==> config.mk <==
export PLATFORM = sky130hd
export DESIGN_NAME = cbr_resolve_unit
export DESIGN_NICKNAME = d
export VERILOG_FILES = /design/src/rtl/cbr_pkg.sv /design/src/rtl/cbr_hold_regs.sv /design/src/rtl/cbr_word_decode.sv /design/src/rtl/cbr_rel_eval.sv /design/src/rtl/cbr_target_calc.sv /design/src/rtl/cbr_resolve_unit.sv
export SDC_FILE = /design/constraint.sdc
export NUM_CORES = 1
export LEC_CHECK = 0
export ABC_AREA = 1
export BUFFER_PORTS_ARGS = -buffer_cell sky130_fd_sc_hd__buf_2
export CAP_MARGIN = 20
export CORE_MARGIN = 2
export CORE_UTILIZATION = 55
export CTS_CLUSTER_SIZE = 30
export DETAILED_ROUTE_END_ITERATION = 12
export GPL_ROUTABILITY_DRIVEN = 0
export PLACE_DENSITY_LB_ADDON = 0.05
export SETUP_SLACK_MARGIN = 0.1
export SLEW_MARGIN = 10
export SYNTH_ARGS = -nofsm -noshare
export SYNTH_HDL_FRONTEND = slang
export SYNTH_SLANG_ARGS = --single-unit
==> constraint.sdc <==
create_clock -name clk -period 8.71 [get_ports clk]
set_input_delay 0 -clock clk [delete_from_list [all_inputs] [get_ports clk]]
set_output_delay 0 -clock clk [all_outputs]
set_load 0.02 [all_outputs]
==> src/rtl/cbr_pkg.sv <==
package cbr_pkg;

    localparam int unsigned CBR_XLEN      = 32;
    localparam int unsigned CBR_IW        = 16;
    localparam int unsigned CBR_COND_LSB  = 10;
    localparam int unsigned CBR_COND_W    = 4;
    localparam int unsigned CBR_OFF_W     = 10;
    localparam int unsigned CBR_STEP      = 2;
    localparam int unsigned CBR_NUM_RELS  = 10;

    typedef enum logic [CBR_COND_W-1:0] {
        REL_EQ  = 4'd0,
        REL_NE  = 4'd1,
        REL_SLT = 4'd2,
        REL_SGT = 4'd3,
        REL_ULT = 4'd4,
        REL_UGT = 4'd5,
        REL_SGE = 4'd6,
        REL_SLE = 4'd7,
        REL_UGE = 4'd8,
        REL_ULE = 4'd9
    } rel_e;

    typedef struct packed {
        logic                 is_branch;
        logic                 cond_ok;
        rel_e                 rel;
        logic [CBR_OFF_W-1:0] off_raw;
    } br_fields_t;

    typedef struct packed {
        logic eq;
        logic slt;
        logic ult;
    } cmp_summary_t;

    function automatic logic rel_pick(input rel_e rel, input cmp_summary_t s);
        logic sgt;
        logic ugt;
        sgt = !s.slt && !s.eq;
        ugt = !s.ult && !s.eq;
        case (rel)
            REL_EQ:  return s.eq;
            REL_NE:  return !s.eq;
            REL_SLT: return s.slt;
            REL_SGT: return sgt;
            REL_ULT: return s.ult;
            REL_UGT: return ugt;
            REL_SGE: return !s.slt;
            REL_SLE: return !sgt;
            REL_UGE: return !s.ult;
            REL_ULE: return !ugt;
            default: return 1'b0;
        endcase
    endfunction

endpackage

==> src/rtl/cbr_hold_regs.sv <==
module cbr_hold_regs
    import cbr_pkg::*;
#(
    parameter int unsigned XLEN = CBR_XLEN
) (
    input  logic            clk,
    input  logic            rst,
    input  logic            cmp_valid,
    input  logic [XLEN-1:0] cmp_lhs,
    input  logic [XLEN-1:0] cmp_rhs,
    output logic [XLEN-1:0] hold_a,
    output logic [XLEN-1:0] hold_b
);

    always_ff @(posedge clk) begin
        if (rst) begin
            hold_a <= '0;
            hold_b <= '0;
        end else if (cmp_valid) begin
            hold_a <= cmp_lhs;
            hold_b <= cmp_rhs;
        end
    end

    logic armed;
    always_ff @(posedge clk) begin
        if (rst) armed <= 1'b0;
        else     armed <= 1'b1;
    end

    AST_HOLD_STABLE: assert property (@(posedge clk) disable iff (rst || !armed)
        !$past(cmp_valid) |-> ($stable(hold_a) && $stable(hold_b)));

    AST_HOLD_LOAD: assert property (@(posedge clk) disable iff (rst || !armed)
        $past(cmp_valid) |-> (hold_a == $past(cmp_lhs) && hold_b == $past(cmp_rhs)));

endmodule

==> src/rtl/cbr_word_decode.sv <==
module cbr_word_decode
    import cbr_pkg::*;
#(
    parameter int unsigned XLEN = CBR_XLEN
) (
    input  logic [CBR_IW-1:0] br_word,
    output br_fields_t        fields,
    output logic [XLEN-1:0]   offset
);

    localparam int unsigned EXT_W = XLEN - CBR_OFF_W - 1;

    logic [CBR_COND_W-1:0] code;

    always_comb begin
        code             = br_word[CBR_COND_LSB +: CBR_COND_W];
        fields.is_branch = br_word[CBR_IW-1] && br_word[CBR_IW-2];
        fields.cond_ok   = (code < CBR_COND_W'(CBR_NUM_RELS));
        fields.rel       = fields.cond_ok ? rel_e'(code) : REL_EQ;
        fields.off_raw   = br_word[CBR_OFF_W-1:0];
        offset = {{EXT_W{fields.off_raw[CBR_OFF_W-1]}}, fields.off_raw, 1'b0};
    end

endmodule

==> src/rtl/cbr_rel_eval.sv <==
module cbr_rel_eval
    import cbr_pkg::*;
#(
    parameter int unsigned XLEN = CBR_XLEN
) (
    input  logic [XLEN-1:0] hold_a,
    input  logic [XLEN-1:0] hold_b,
    input  rel_e            rel,
    output logic            hit
);

    cmp_summary_t summ;

    always_comb begin
        summ.eq  = (hold_a == hold_b);
        summ.slt = ($signed(hold_a) < $signed(hold_b));
        summ.ult = (hold_a < hold_b);
        hit      = rel_pick(rel, summ);
    end

endmodule

==> src/rtl/cbr_target_calc.sv <==
module cbr_target_calc
    import cbr_pkg::*;
#(
    parameter int unsigned XLEN = CBR_XLEN
) (
    input  logic [XLEN-1:0] cur_pc,
    input  logic [XLEN-1:0] offset,
    output logic [XLEN-1:0] seq_pc,
    output logic [XLEN-1:0] tgt_pc
);

    always_comb begin
        seq_pc = cur_pc + XLEN'(CBR_STEP);
        tgt_pc = seq_pc + offset;
    end

endmodule

==> src/rtl/cbr_resolve_unit.sv <==
module cbr_resolve_unit
    import cbr_pkg::*;
#(
    parameter int unsigned XLEN = CBR_XLEN
) (
    input  logic              clk,
    input  logic              rst,
    input  logic [XLEN-1:0]   cur_pc,
    input  logic [CBR_IW-1:0] br_word,
    input  logic              br_valid,
    input  logic              cmp_valid,
    input  logic [XLEN-1:0]   cmp_lhs,
    input  logic [XLEN-1:0]   cmp_rhs,
    output logic [XLEN-1:0]   next_pc,
    output logic              br_taken,
    output logic              bad_cond
);

    logic [XLEN-1:0] hold_a, hold_b;
    logic [XLEN-1:0] offset, seq_pc, tgt_pc;
    br_fields_t      fields;
    logic            hit;

    cbr_hold_regs #(.XLEN(XLEN)) u_hold (
        .clk(clk), .rst(rst), .cmp_valid(cmp_valid),
        .cmp_lhs(cmp_lhs), .cmp_rhs(cmp_rhs),
        .hold_a(hold_a), .hold_b(hold_b)
    );

    cbr_word_decode #(.XLEN(XLEN)) u_dec (
        .br_word(br_word), .fields(fields), .offset(offset)
    );

    cbr_rel_eval #(.XLEN(XLEN)) u_eval (
        .hold_a(hold_a), .hold_b(hold_b), .rel(fields.rel), .hit(hit)
    );

    cbr_target_calc #(.XLEN(XLEN)) u_tgt (
        .cur_pc(cur_pc), .offset(offset), .seq_pc(seq_pc), .tgt_pc(tgt_pc)
    );

    logic            fire;
    logic [XLEN-1:0] pc_d;
    logic            taken_d, bad_d;

    always_comb begin
        fire = br_valid && fields.is_branch;
        if (!fields.cond_ok) begin
            pc_d    = cur_pc;
            taken_d = 1'b0;
            bad_d   = 1'b1;
        end else begin
            pc_d    = hit ? tgt_pc : seq_pc;
            taken_d = hit;
            bad_d   = 1'b0;
        end
    end

    always_ff @(posedge clk) begin
        if (rst) begin
            next_pc  <= '0;
            br_taken <= 1'b0;
            bad_cond <= 1'b0;
        end else if (fire) begin
            next_pc  <= pc_d;
            br_taken <= taken_d;
            bad_cond <= bad_d;
        end
    end

    logic armed;
    always_ff @(posedge clk) begin
        if (rst) armed <= 1'b0;
        else     armed <= 1'b1;
    end

    AST_TAKEN_EXCLUSIVE: assert property (@(posedge clk) disable iff (rst)
        !(br_taken && bad_cond));

    AST_BAD_PC_KEPT: assert property (@(posedge clk) disable iff (rst || !armed)
        ($past(br_valid && br_word[CBR_IW-1] && br_word[CBR_IW-2]) && bad_cond)
        |-> (next_pc == $past(cur_pc)));

    AST_SEQ_ADDR: assert property (@(posedge clk) disable iff (rst || !armed)
        ($past(br_valid && br_word[CBR_IW-1] && br_word[CBR_IW-2]) && !br_taken && !bad_cond)
        |-> (next_pc == $past(cur_pc) + XLEN'(CBR_STEP)));

    AST_IDLE_HOLD: assert property (@(posedge clk) disable iff (rst || !armed)
        !$past(br_valid) |-> ($stable(next_pc) && $stable(br_taken) && $stable(bad_cond)));

    AST_NONBRANCH_HOLD: assert property (@(posedge clk) disable iff (rst || !armed)
        $past(br_valid && !(br_word[CBR_IW-1] && br_word[CBR_IW-2]))
        |-> ($stable(next_pc) && $stable(br_taken) && $stable(bad_cond)));

endmodule

==> flow_summary.json <==
{
  "outcome": "complete, no violations",
  "ant_nets": 0,
  "syn_inst": 1186,
  "dp_hpwl_um": 16100,
  "grt_pass1_vias": 7810,
  "p_int_mw": 0.869,
  "synth_ff_type": "dfxtp_1",
  "min_path_type": "input port to flip-flop",
  "power.leakage_nw": 4.56,
  "skew_ns": 0.00996,
  "cts_tree": "yes",
  "port-buffer-count": 149,
  "worst_hold_slack_ns": 0.0434,
  "finalWorstSetupSlack_ns": 5.14,
  "cp_data_arrival_time_ns": 3.84,
  "cp-start-kind": "input port",
  "diodes": 0,
  "overflow": 0,
  "tightest_slew_ns": 1.11,
  "ir_drop_uv": 97.9,
  "clk_path_buf_depth": 2,
  "synth-async-reset-ratio": 0,
  "die-area_um2": 14900,
  "slew_headroom": 0.259,
  "ios": 150,
  "drcViolationCount": 0,
  "grt_pass1_wl_um": 36600,
  "vias": 8300,
  "dp.cells": 1476,
  "first_pass_iters": 5,
  "root_buffer": "clkbuf_16",
  "r2r_start": "u_hold.hold_b[23]",
  "cap_violations": 0,
  "syn_area_per_cell_um2": 6.46,
  "power_frac_seq": 0.368,
  "crit_start": "cur_pc[2]",
  "cp.required_ns": 8.98,
  "hold_violations": 0,
  "grt_max_degree": 99,
  "comb_power_share": 0.318,
  "nets": 1552,
  "synthDistinctLibCells": 44,
  "powerDensity_nw_per_um2": 140,
  "cp-end-kind": "flip-flop",
  "layout.cells.non_filler": 1557,
  "areaGrowthSynthToFinish_pct": 23.0,
  "finalSetupViolations": 0,
  "tns_ns": 0,
  "post-place-ws_ns": 4.86,
  "drtIter0Drc": 551,
  "initial_utilization": 0.559,
  "coreArea_um2": 13700,
  "fp-row-count": 43,
  "synth.area.top_cells": "dfxtp_1 (26%), nand2_1 (14%), ha_1 (10%), inv_1 (8.7%), a21oi_1 (7.1%)",
  "die_w_um": 122,
  "finish.utilization": 0.687,
  "finalCritPeriodShare": 0.409,
  "clock.fmax_mhz": 280,
  "die_h_um": 122,
  "wl_per_cell_um": 14.5,
  "cts.clk_slew.worst_paths_ns": 0.07,
  "cts_setup_buffers": 0,
  "drv_slew": 0,
  "synth_edf_count": 0,
  "grt_use_total": 0.304,
  "synth_seq_area_share": 0.256,
  "p_sw_mw": 0.452,
  "ys_seq_elements": 98,
  "ys_warn_count": 0,
  "syn_nets": 1366,
  "clockPowerShare": 0.314,
  "syn_area_um2": 7660,
  "clk-insertion-delay-late_ns": 0.35,
  "period_needed_ns": 3.57,
  "routed_wl_um": 22600,
  "yosysTopAreaCell": "dfxtp_1",
  "swShare": 0.342,
  "h-tree-depth": 3,
  "critPathKind": "input port to flip-flop",
  "yosysTopAreaCellShare": 0.256,
  "crit_fanout": 4,
  "cts_made_buffers": 9,
  "antenna_found_initial": 0,
  "drive_gt1_frac": 0.149,
  "rsz0062_at_grt": "false",
  "hold_start": "cur_pc[1]",
  "viasPerCell": 5.33,
  "cts.sinks": 98
}
synthesized netlist by cell type (4+ instances only):
| cell | n |
|---|---|
| nor4_1 | 6 |
| nand2_1 | 293 |
| ha_1 | 63 |
| a21oi_1 | 108 |
| a21oi_2 | 5 |
| a21o_1 | 6 |
| nand2_2 | 8 |
| nand4_1 | 22 |
| nor2_4 | 4 |
| buf_2 | 8 |
| dfxtp_1 | 98 |
| nor3_1 | 11 |
| xnor2_1 | 16 |
| buf_1 | 4 |
| o21ai_0 | 44 |
| nand3_1 | 87 |
| o21bai_1 | 7 |
| nor2_2 | 8 |
| nor2_1 | 84 |
| a211oi_1 | 32 |
| nand3b_1 | 6 |
| xor2_1 | 31 |
| clkbuf_1 | 27 |
| inv_1 | 177 |
layer usage:
| layer | routed length (µm) | track usage |
|---|---|---|
| met1 | 9850 | 0.398 |
| met2 | 10900 | 0.518 |
| met3 | 1410 | 0.0384 |
| met4 | 501 | 0.103 |
| met5 | 0 | 0 |
sequential cells by signal, indices dropped and copies added (netlist names):
signal         flops
u_hold.hold_a     32
u_hold.hold_b     32
next_pc           32
bad_cond           1
br_taken           1
final timing paths:
path / endpoint / slack (ns) / cells past startpoint
hold reg to reg: u_hold.hold_a[30] / 0.47 / 2
hold / removal: next_pc[1] / 0.04 / 4
setup reg to reg: next_pc[28] / 5.36 / 17
setup / recovery: next_pc[23] / 5.14 / 23
stage by stage:
stage | power (mW) | area (µm²)
2_1_floorplan | 0.781 | 7660
3_3_place_gp | 0.882 | 8470
3_5_place_dp | 0.884 | 8470
4_1_cts | 1.32 | 9430
5_1_grt | 1.40 | 9430
6_report | 1.32 | 9430
worst max-delay path, cell delays in order:
cell and delay [ns]:
buf_2 0.09, inv_1 0.07, nor3_4 0.25, nand4_1 0.17, nor2_2 0.20, nand3_2 0.13, nor2_2 0.19, inv_1 0.09
nor2_2 0.19, xor2_1 0.22, inv_1 0.07, ha_1 0.35, nand2_1 0.11, nor2_1 0.25, nand4_1 0.12, o21ai_1 0.40
a21oi_1 0.19, o21bai_1 0.24, xor2_1 0.17, inv_1 0.05, nand2_1 0.06, nand3_1 0.09, a21oi_1 0.13
power by group through the flow:
stage / combinational, mW / clock [mW] / sequential, mW
final: 0.421 / 0.414 / 0.486
after global routing: 0.471 / 0.435 / 0.489
after CTS: 0.413 / 0.420 / 0.486
after detailed placement: 0.388 / 0 / 0.496
after global placement: 0.386 / 0 / 0.496
after floorplan: 0.277 / 0 / 0.504
kinds of logic after synthesis:
group / synth area share
compound gates: 0.163
fa+ha+maj: 0.105
flops: 0.256
buf+inv: 0.114
xor+xnor: 0.0537
simple gates: 0.308
timing repair:
| item | 4_1_cts | 5_1_grt |
|---|---|---|
| resized for setup | 0 | 0 |
| hold endpoints to repair | 65 | 0 |
| hold buffers | 65 | 0 |
cell usage in the layout (no fill, tap or decap), types with 9 or more instances in the layout:
cell type / instances
a211oi_1: 32
o21ai_0: 44
nor2_1: 82
a21oi_1: 108
nor3_1: 11
buf_2: 148
xnor2_1: 16
nand4_1: 22
ha_1: 63
inv_1: 177
xor2_1: 31
nor2_2: 10
clkbuf_16: 9
dfxtp_1: 98
nand2_1: 293
dlygate4sd3_1: 65
nand3_1: 87
final cells by class:
cell class / instances / area [µm²]
clock buffers: 11 / 243
inverters: 181 / 679
flip-flops and latches: 98 / 1960
fillers: 1257 / 4290
repair buffers: 218 / 1430
well taps: 180 / 225
multi-input cells: 864 / 4830
clock inverters: 5 / 60.1
(Power assumes the default switching activity.)
